**src/rtl/mavf_pkg.sv**
```systemverilog
package mavf_pkg;

  typedef enum logic [1:0] {
    ST_FILL = 2'd0,
    ST_SORT = 2'd1,
    ST_CALC = 2'd2,
    ST_HOLD = 2'd3
  } mavf_state_e;

  // Reciprocal of three in 16 fractional bits, rounded up.
  localparam logic [15:0] THIRD_Q16 = 16'd21846;

  // Truncating divide by three; exact for sums below 32768.
  function automatic logic [31:0] div3(input logic [31:0] sum);
    logic [47:0] prod;
    prod = 48'(sum) * 48'(THIRD_Q16);
    return prod[47:16];
  endfunction

endpackage

```
**src/rtl/mavf_cmpx.sv**
```systemverilog
module mavf_cmpx #(
  parameter int DW = 12
) (
  input  logic [DW-1:0] a,
  input  logic [DW-1:0] b,
  output logic [DW-1:0] lo,
  output logic [DW-1:0] hi
);
  logic swap;
  assign swap = a > b;
  assign lo   = swap ? b : a;
  assign hi   = swap ? a : b;
endmodule

```
**src/rtl/mavf_sorter.sv**
```systemverilog
module mavf_sorter #(
  parameter int DW    = 12,
  parameter int NSAMP = 7
) (
  input  logic                       clk,
  input  logic                       rst_n,
  input  logic                       load,
  input  logic [DW-1:0]              din,
  input  logic                       step,
  input  logic                       phase,
  input  logic                       chk,
  output logic [NSAMP-1:0][DW-1:0]   vals
);
  localparam int NPAIR = NSAMP - 1;

  logic [NPAIR-1:0]          act;
  logic [NPAIR-1:0][DW-1:0]  lo;
  logic [NPAIR-1:0][DW-1:0]  hi;
  logic [NSAMP-1:0][DW-1:0]  nxt;

  for (genvar p = 0; p < NPAIR; p++) begin : g_pair
    assign act[p] = step && (phase == 1'(p % 2));
    mavf_cmpx #(.DW(DW)) u_cmpx (
      .a (vals[p]),
      .b (vals[p+1]),
      .lo(lo[p]),
      .hi(hi[p])
    );
  end

  for (genvar i = 0; i < NSAMP; i++) begin : g_elem
    if (i == 0) begin : g_first
      assign nxt[i] = act[i] ? lo[i] : vals[i];
    end else if (i == NSAMP - 1) begin : g_last
      assign nxt[i] = act[i-1] ? hi[i-1] : vals[i];
    end else begin : g_mid
      assign nxt[i] = act[i-1] ? hi[i-1] : (act[i] ? lo[i] : vals[i]);
    end
  end

  always_ff @(posedge clk) begin
    if (!rst_n) begin
      vals <= '0;
    end else if (load) begin
      vals <= {din, vals[NSAMP-1:1]};
    end else if (step) begin
      vals <= nxt;
    end
  end

  // After the last pass, neighbours must be in ascending order.
  for (genvar k = 0; k < NPAIR; k++) begin : g_chk
    p_sorted_r3: assert property (@(posedge clk) disable iff (!rst_n)
      chk |-> vals[k] <= vals[k+1]);
  end

endmodule

```
**src/rtl/median_avg_filter.sv**
```systemverilog
module median_avg_filter #(
  parameter int DW      = 12,
  parameter int NSAMP   = 7,
  parameter int MAX_LAT = 19
) (
  input  logic          clk,
  input  logic          rst_n,
  input  logic          bypass_i,
  input  logic          in_valid,
  input  logic [DW-1:0] in_data,
  output logic          in_ready,
  output logic          out_valid,
  output logic [DW-1:0] out_data,
  input  logic          out_ready
);
  import mavf_pkg::*;

  localparam int CW  = $clog2(NSAMP);
  localparam int MID = NSAMP / 2;
  localparam int SW  = DW + 2;
  localparam int LW  = $clog2(MAX_LAT + 2);
  localparam logic [CW-1:0] LAST = CW'(NSAMP - 1);

  mavf_state_e              state;
  logic [CW-1:0]            cnt;
  logic [NSAMP-1:0][DW-1:0] vals;
  logic [SW-1:0]            mid_sum;
  logic [DW-1:0]            avg;

  // Named events
  logic take, pass_thru, load, burst_done, sort_step, calc, out_taken;

  assign in_ready   = (state == ST_FILL);
  assign take       = in_valid && in_ready;
  assign pass_thru  = take && (cnt == '0) && bypass_i;
  assign load       = take && !pass_thru;
  assign burst_done = load && (cnt == LAST);
  assign sort_step  = (state == ST_SORT);
  assign calc       = (state == ST_CALC);
  assign out_taken  = out_valid && out_ready;

  assign mid_sum = SW'(vals[MID-1]) + SW'(vals[MID]) + SW'(vals[MID+1]);
  assign avg     = DW'(div3(32'(mid_sum)));

  mavf_sorter #(.DW(DW), .NSAMP(NSAMP)) u_sorter (
    .clk  (clk),
    .rst_n(rst_n),
    .load (load),
    .din  (in_data),
    .step (sort_step),
    .phase(cnt[0]),
    .chk  (calc),
    .vals (vals)
  );

  always_ff @(posedge clk) begin
    if (!rst_n) begin
      state     <= ST_FILL;
      cnt       <= '0;
      out_valid <= 1'b0;
      out_data  <= '0;
    end else begin
      unique case (state)
        ST_FILL: begin
          if (pass_thru) begin
            out_data  <= in_data;
            out_valid <= 1'b1;
            state     <= ST_HOLD;
          end else if (take) begin
            if (cnt == LAST) begin
              cnt   <= '0;
              state <= ST_SORT;
            end else begin
              cnt <= cnt + 1'b1;
            end
          end
        end
        ST_SORT: begin
          if (cnt == LAST) begin
            cnt   <= '0;
            state <= ST_CALC;
          end else begin
            cnt <= cnt + 1'b1;
          end
        end
        ST_CALC: begin
          out_data  <= avg;
          out_valid <= 1'b1;
          state     <= ST_HOLD;
        end
        ST_HOLD: begin
          if (out_ready) begin
            out_valid <= 1'b0;
            state     <= ST_FILL;
          end
        end
        default: state <= ST_FILL;
      endcase
    end
  end

  // Latency window counter for the budget check
  logic [LW-1:0] lat_cnt;
  always_ff @(posedge clk) begin
    if (!rst_n)                lat_cnt <= '0;
    else if (burst_done)       lat_cnt <= '0;
    else if (sort_step || calc) lat_cnt <= lat_cnt + 1'b1;
  end

  p_latency_r10: assert property (@(posedge clk) disable iff (!rst_n)
    (sort_step || calc) |-> lat_cnt < LW'(MAX_LAT));

  p_ready_excl_r8: assert property (@(posedge clk) disable iff (!rst_n)
    out_valid |-> !in_ready);

  p_hold_r9: assert property (@(posedge clk) disable iff (!rst_n)
    (out_valid && !out_ready) |=> (out_valid && $stable(out_data)));

  p_release_r9: assert property (@(posedge clk) disable iff (!rst_n)
    out_taken |=> (!out_valid && in_ready));

  p_bypass_r6: assert property (@(posedge clk) disable iff (!rst_n)
    pass_thru |=> (out_valid && out_data == $past(in_data)));

  p_count_r2: assert property (@(posedge clk) disable iff (!rst_n)
    (load && !burst_done) |=> (!out_valid && in_ready));

endmodule

```
**config.mk**
```make
export PLATFORM = sky130hd
export DESIGN_NAME = median_avg_filter
export DESIGN_NICKNAME = d
export VERILOG_FILES = /design/src/rtl/mavf_pkg.sv /design/src/rtl/mavf_cmpx.sv /design/src/rtl/mavf_sorter.sv /design/src/rtl/median_avg_filter.sv
export SDC_FILE = /design/constraint.sdc
export NUM_CORES = 1
export LEC_CHECK = 0
export BUFFER_PORTS_ARGS = -buffer_cell sky130_fd_sc_hd__buf_4
export CAP_MARGIN = 5
export CORE_UTILIZATION = 65
export CTS_CLUSTER_DIAMETER = 150
export DETAILED_ROUTE_END_ITERATION = 7
export GPL_ROUTABILITY_DRIVEN = 0
export PLACE_DENSITY = 0.82
export SETUP_SLACK_MARGIN = 0.3
export SLEW_MARGIN = 20
export SYNTH_ARGS = -nofsm -noshare
export SYNTH_HDL_FRONTEND = slang
export SYNTH_HIERARCHICAL = 1
export SYNTH_SLANG_ARGS = --single-unit
```
**constraint.sdc**
```tcl
create_clock -name clk -period 13.3 [get_ports clk]
set_clock_uncertainty 0.15 [all_clocks]
set_input_delay 0.665 -clock clk [delete_from_list [all_inputs] [get_ports clk]]
set_output_delay 0.665 -clock clk [all_outputs]
set_load 0.02 [all_outputs]
```
==> flow_summary.json <==
{
  "gr-usage-met2_pct": 50.2,
  "holdWs_ns": 0.323,
  "seq_power_share_pct": 24.1,
  "swShare_pct": 46.2,
  "start_util_pct": 66.7,
  "required_ns": 13.39,
  "finalCritPeriodShare_pct": 57.1,
  "synth_commonest_cells": "177 x ha_1, 161 x inv_1, 120 x mux2_2, 102 x dfxtp_1, 94 x nand2_1",
  "holdCritStartpoint": "out_data[0]",
  "path_delay_family": "adder cells",
  "final_core_util_pct": 69.2,
  "port-buffer-count": 30,
  "synth_ff_type": "dfxtp_1",
  "met3_usage_pct": 4.86,
  "fmax_mhz": 132,
  "syn2layout_area_growth_pct": 3.64,
  "cts_buffers": 9,
  "pre_cts_ws_ns": 5.76,
  "start_kind": "flip-flop",
  "crit_type": "flip-flop to flip-flop",
  "busiest_layer": "met2",
  "hp-class": "flip-flop to flip-flop",
  "grt_use_total_pct": 30.9,
  "outcome": "finished clean",
  "p_int_mw": 1.00,
  "cts_sinks": 102,
  "ys_warn_count": 6,
  "clkPwrFrac_pct": 13.8,
  "use_met1_pct": 39.9,
  "insertion_delay_ns": 0.36,
  "synth_edf_count": 0,
  "power.total_mw": 1.86,
  "overflow": 0,
  "vias": 10323,
  "num_rows": 50,
  "r2r-start": "u_sorter/vals[25]",
  "grt_pass1_vias": 10050,
  "hold_buffers": 0,
  "hold_viol_final": 0,
  "slew_headroom_pct": 28.2,
  "synth_top_cell_area_share_pct": 17.6,
  "fin_tns_setup_ns": 0,
  "cts.htree.levels": 3,
  "ys_async_sr_fraction_pct": 0,
  "nNetsFinal": 1619,
  "seq_area_frac_synth_pct": 16.3,
  "synth_top_area_cell": "ha_1",
  "postSynthAreaPerCell_um2": 9.08,
  "crit_fanout": 9,
  "clk_pin_slew_worst_paths_ns": 0.08,
  "layout-drive-gt1-share_pct": 14.5,
  "final_max_slew_viol_count": 0,
  "syn-num-nets": 1640,
  "r2r_end": "out_data[8]",
  "synthesis.instances": 1383,
  "comb_power_share_pct": 62.0,
  "reg2reg_slack_ns": 5.70,
  "path_common_cell": "fa_1",
  "dp_cells": 1611,
  "cp_cell_sequence": "fa_1 -> ha_1 -> inv_1 -> fa_1 -> nor2b_4 -> o31a_1 -> o21a_1 -> nor2_1 -> xnor2_1 -> ha_1 -> ha_1 -> fa_1 -> fa_1 -> fa_1 -> fa_1 -> ha_1 -> a21oi_1 -> o211ai_1 -> a211oi_2 -> o211ai_1 -> a32oi_1 -> nand2b_1 -> xnor2_1 -> o22ai_1",
  "whs_path_depth": 2,
  "rsz0062_at_grt": "false",
  "yosysUniqueCellTypes": 65,
  "seq_area_um2": 2050,
  "syn_area_um2": 12600,
  "reg2reg_depth": 24,
  "cp_slowest_cell": "fa_1",
  "power.density_nw_per_um2": 143,
  "vdd_drop_max_v": 0.000118,
  "postRouteAntennaNets": 0,
  "postPlaceCellArea_um2": 12700,
  "endpoint_kind": "flip-flop",
  "multi_input_area_um2": 9490,
  "dpl.hpwl_mm": 21.4,
  "drv_cap": 0,
  "tightest_slew_ns": 1.07,
  "p_sw_mw": 0.861,
  "die_h_um": 141,
  "ys_seq_elements": 102,
  "core-area_um2": 18800,
  "finalSetupViolations": 0,
  "drc": 0,
  "holdPathEnd": "out_data[0]",
  "grt_pass1_wl_mm": 49.6,
  "layout.filler_cells": 1478,
  "ctsResizeCount": 0,
  "diodes": 0,
  "setup_ws_ns": 5.70,
  "die-area_um2": 19900,
  "drt_iter0_markers": 747,
  "drt_pass1_iterations": 5,
  "grt_max_degree": 93,
  "crit_arrival_ns": 7.68,
  "cts-root-buf": "clkbuf_16",
  "p_leak_nw": 5.89,
  "wl_per_cell_um": 18.1,
  "viasPerCell": 6.34,
  "final_cells": 1627,
  "io_pins": 31,
  "synthTopCellsByArea": "ha_1 18%, dfxtp_1 16%, mux2_2 11%, fa_1 10%, mux2i_1 6.8%",
  "clockBufferDepth": 2,
  "yosysMostFrequentCell": "ha_1",
  "path_buf_inv": 1,
  "antenna_found_initial": 0,
  "die_w_um": 141,
  "post_cts_buffers": 0,
  "routed_wirelength_mm": 29.4,
  "critPathMaxStageDelay_ns": 0.57,
  "cts_tree": "done",
  "final_area_um2": 13000,
  "fin_crit_ns": 7.60
}
-- metal layers --
| layer | routed length, um | part of all wire (%) | vias to the layer above |
|---|---|---|---|
| met4 | 1180 | 4.0 | 0 |
| met1 | 12800 | 44 | 4955 |
| met5 | 0 | 0 | - |
| met2 | 13800 | 47 | 341 |
| met3 | 1580 | 5.4 | 71 |
| li1 | - | - | 4956 |
-- worst min-delay path: stages, from the launching register on --
cell,delay [ns]
dfxtp_1,0.33
nand2_1,0.06
a21oi_1,0.05
-- flip-flops by register name (all words and copies together) (netlist names) --
signal and flops:
cnt 3, out_data 12, out_valid 1, state 2
u_sorter/vals 84
-- worst max path at each step --
stage	from	endpoint	slack, ns	depth (start not counted)
2_1_floorplan	u_sorter/vals[25]	out_data[8]	6.34	24
3_5_place_dp	u_sorter/vals[25]	out_data[8]	5.76	24
4_1_cts	u_sorter/vals[25]	out_data[8]	5.73	24
6_report	u_sorter/vals[25]	out_data[8]	5.70	24
5_1_grt	u_sorter/vals[25]	out_data[9]	5.23	24
3_3_place_gp	u_sorter/vals[25]	out_data[8]	5.93	24
-- placed cells by master (no fill, tap or decap), types with 12 or more instances in the layout --
| master | count |
|---|---|
| ha_1 | 177 |
| inv_1 | 161 |
| mux2_2 | 120 |
| dfxtp_1 | 101 |
| nand2_1 | 94 |
| a21oi_1 | 92 |
| mux2i_1 | 85 |
| nand3_1 | 76 |
| fa_1 | 63 |
| o221ai_1 | 61 |
| o21ai_0 | 56 |
| buf_4 | 36 |
| nor2_1 | 26 |
| mux2_1 | 24 |
| xnor2_1 | 23 |
| nand4_1 | 22 |
| o211ai_1 | 12 |
-- power groups by stage --
stage	sequential (mW)	clock, mW	combinational, mW
after CTS	0.448	0.261	1.15
final	0.450	0.257	1.16
after floorplan	0.426	0	1.00
after global placement	0.450	0	1.12
after global routing	0.460	0.273	1.26
after detailed placement	0.453	0	1.14
-- logic make-up after synthesis --
kind of cell               count (synthesis)  synth area share, %
adders and majority gates                240                 27.7
buffers and inverters                    232                 8.33
muxes                                    229                 19.7
and+or+nand+nor                          269                 10.4
AOI/OAI and AO/OA                        279                 15.3
DFF                                      102                 16.3
xor gates and xnor gates                  32                 2.40
-- cell type report --
cell class | count | share of cell area, %
clock buffer | 10 | 1.84
multi-input combinational | 1049 | 72.8
tap | 260 | 2.50
timing repair buffer | 36 | 2.08
clock inverter | 6 | 0.288
sequential | 102 | 15.7
inverter | 164 | 4.75
No activity file was read; power rests on OpenSTA's default activity.
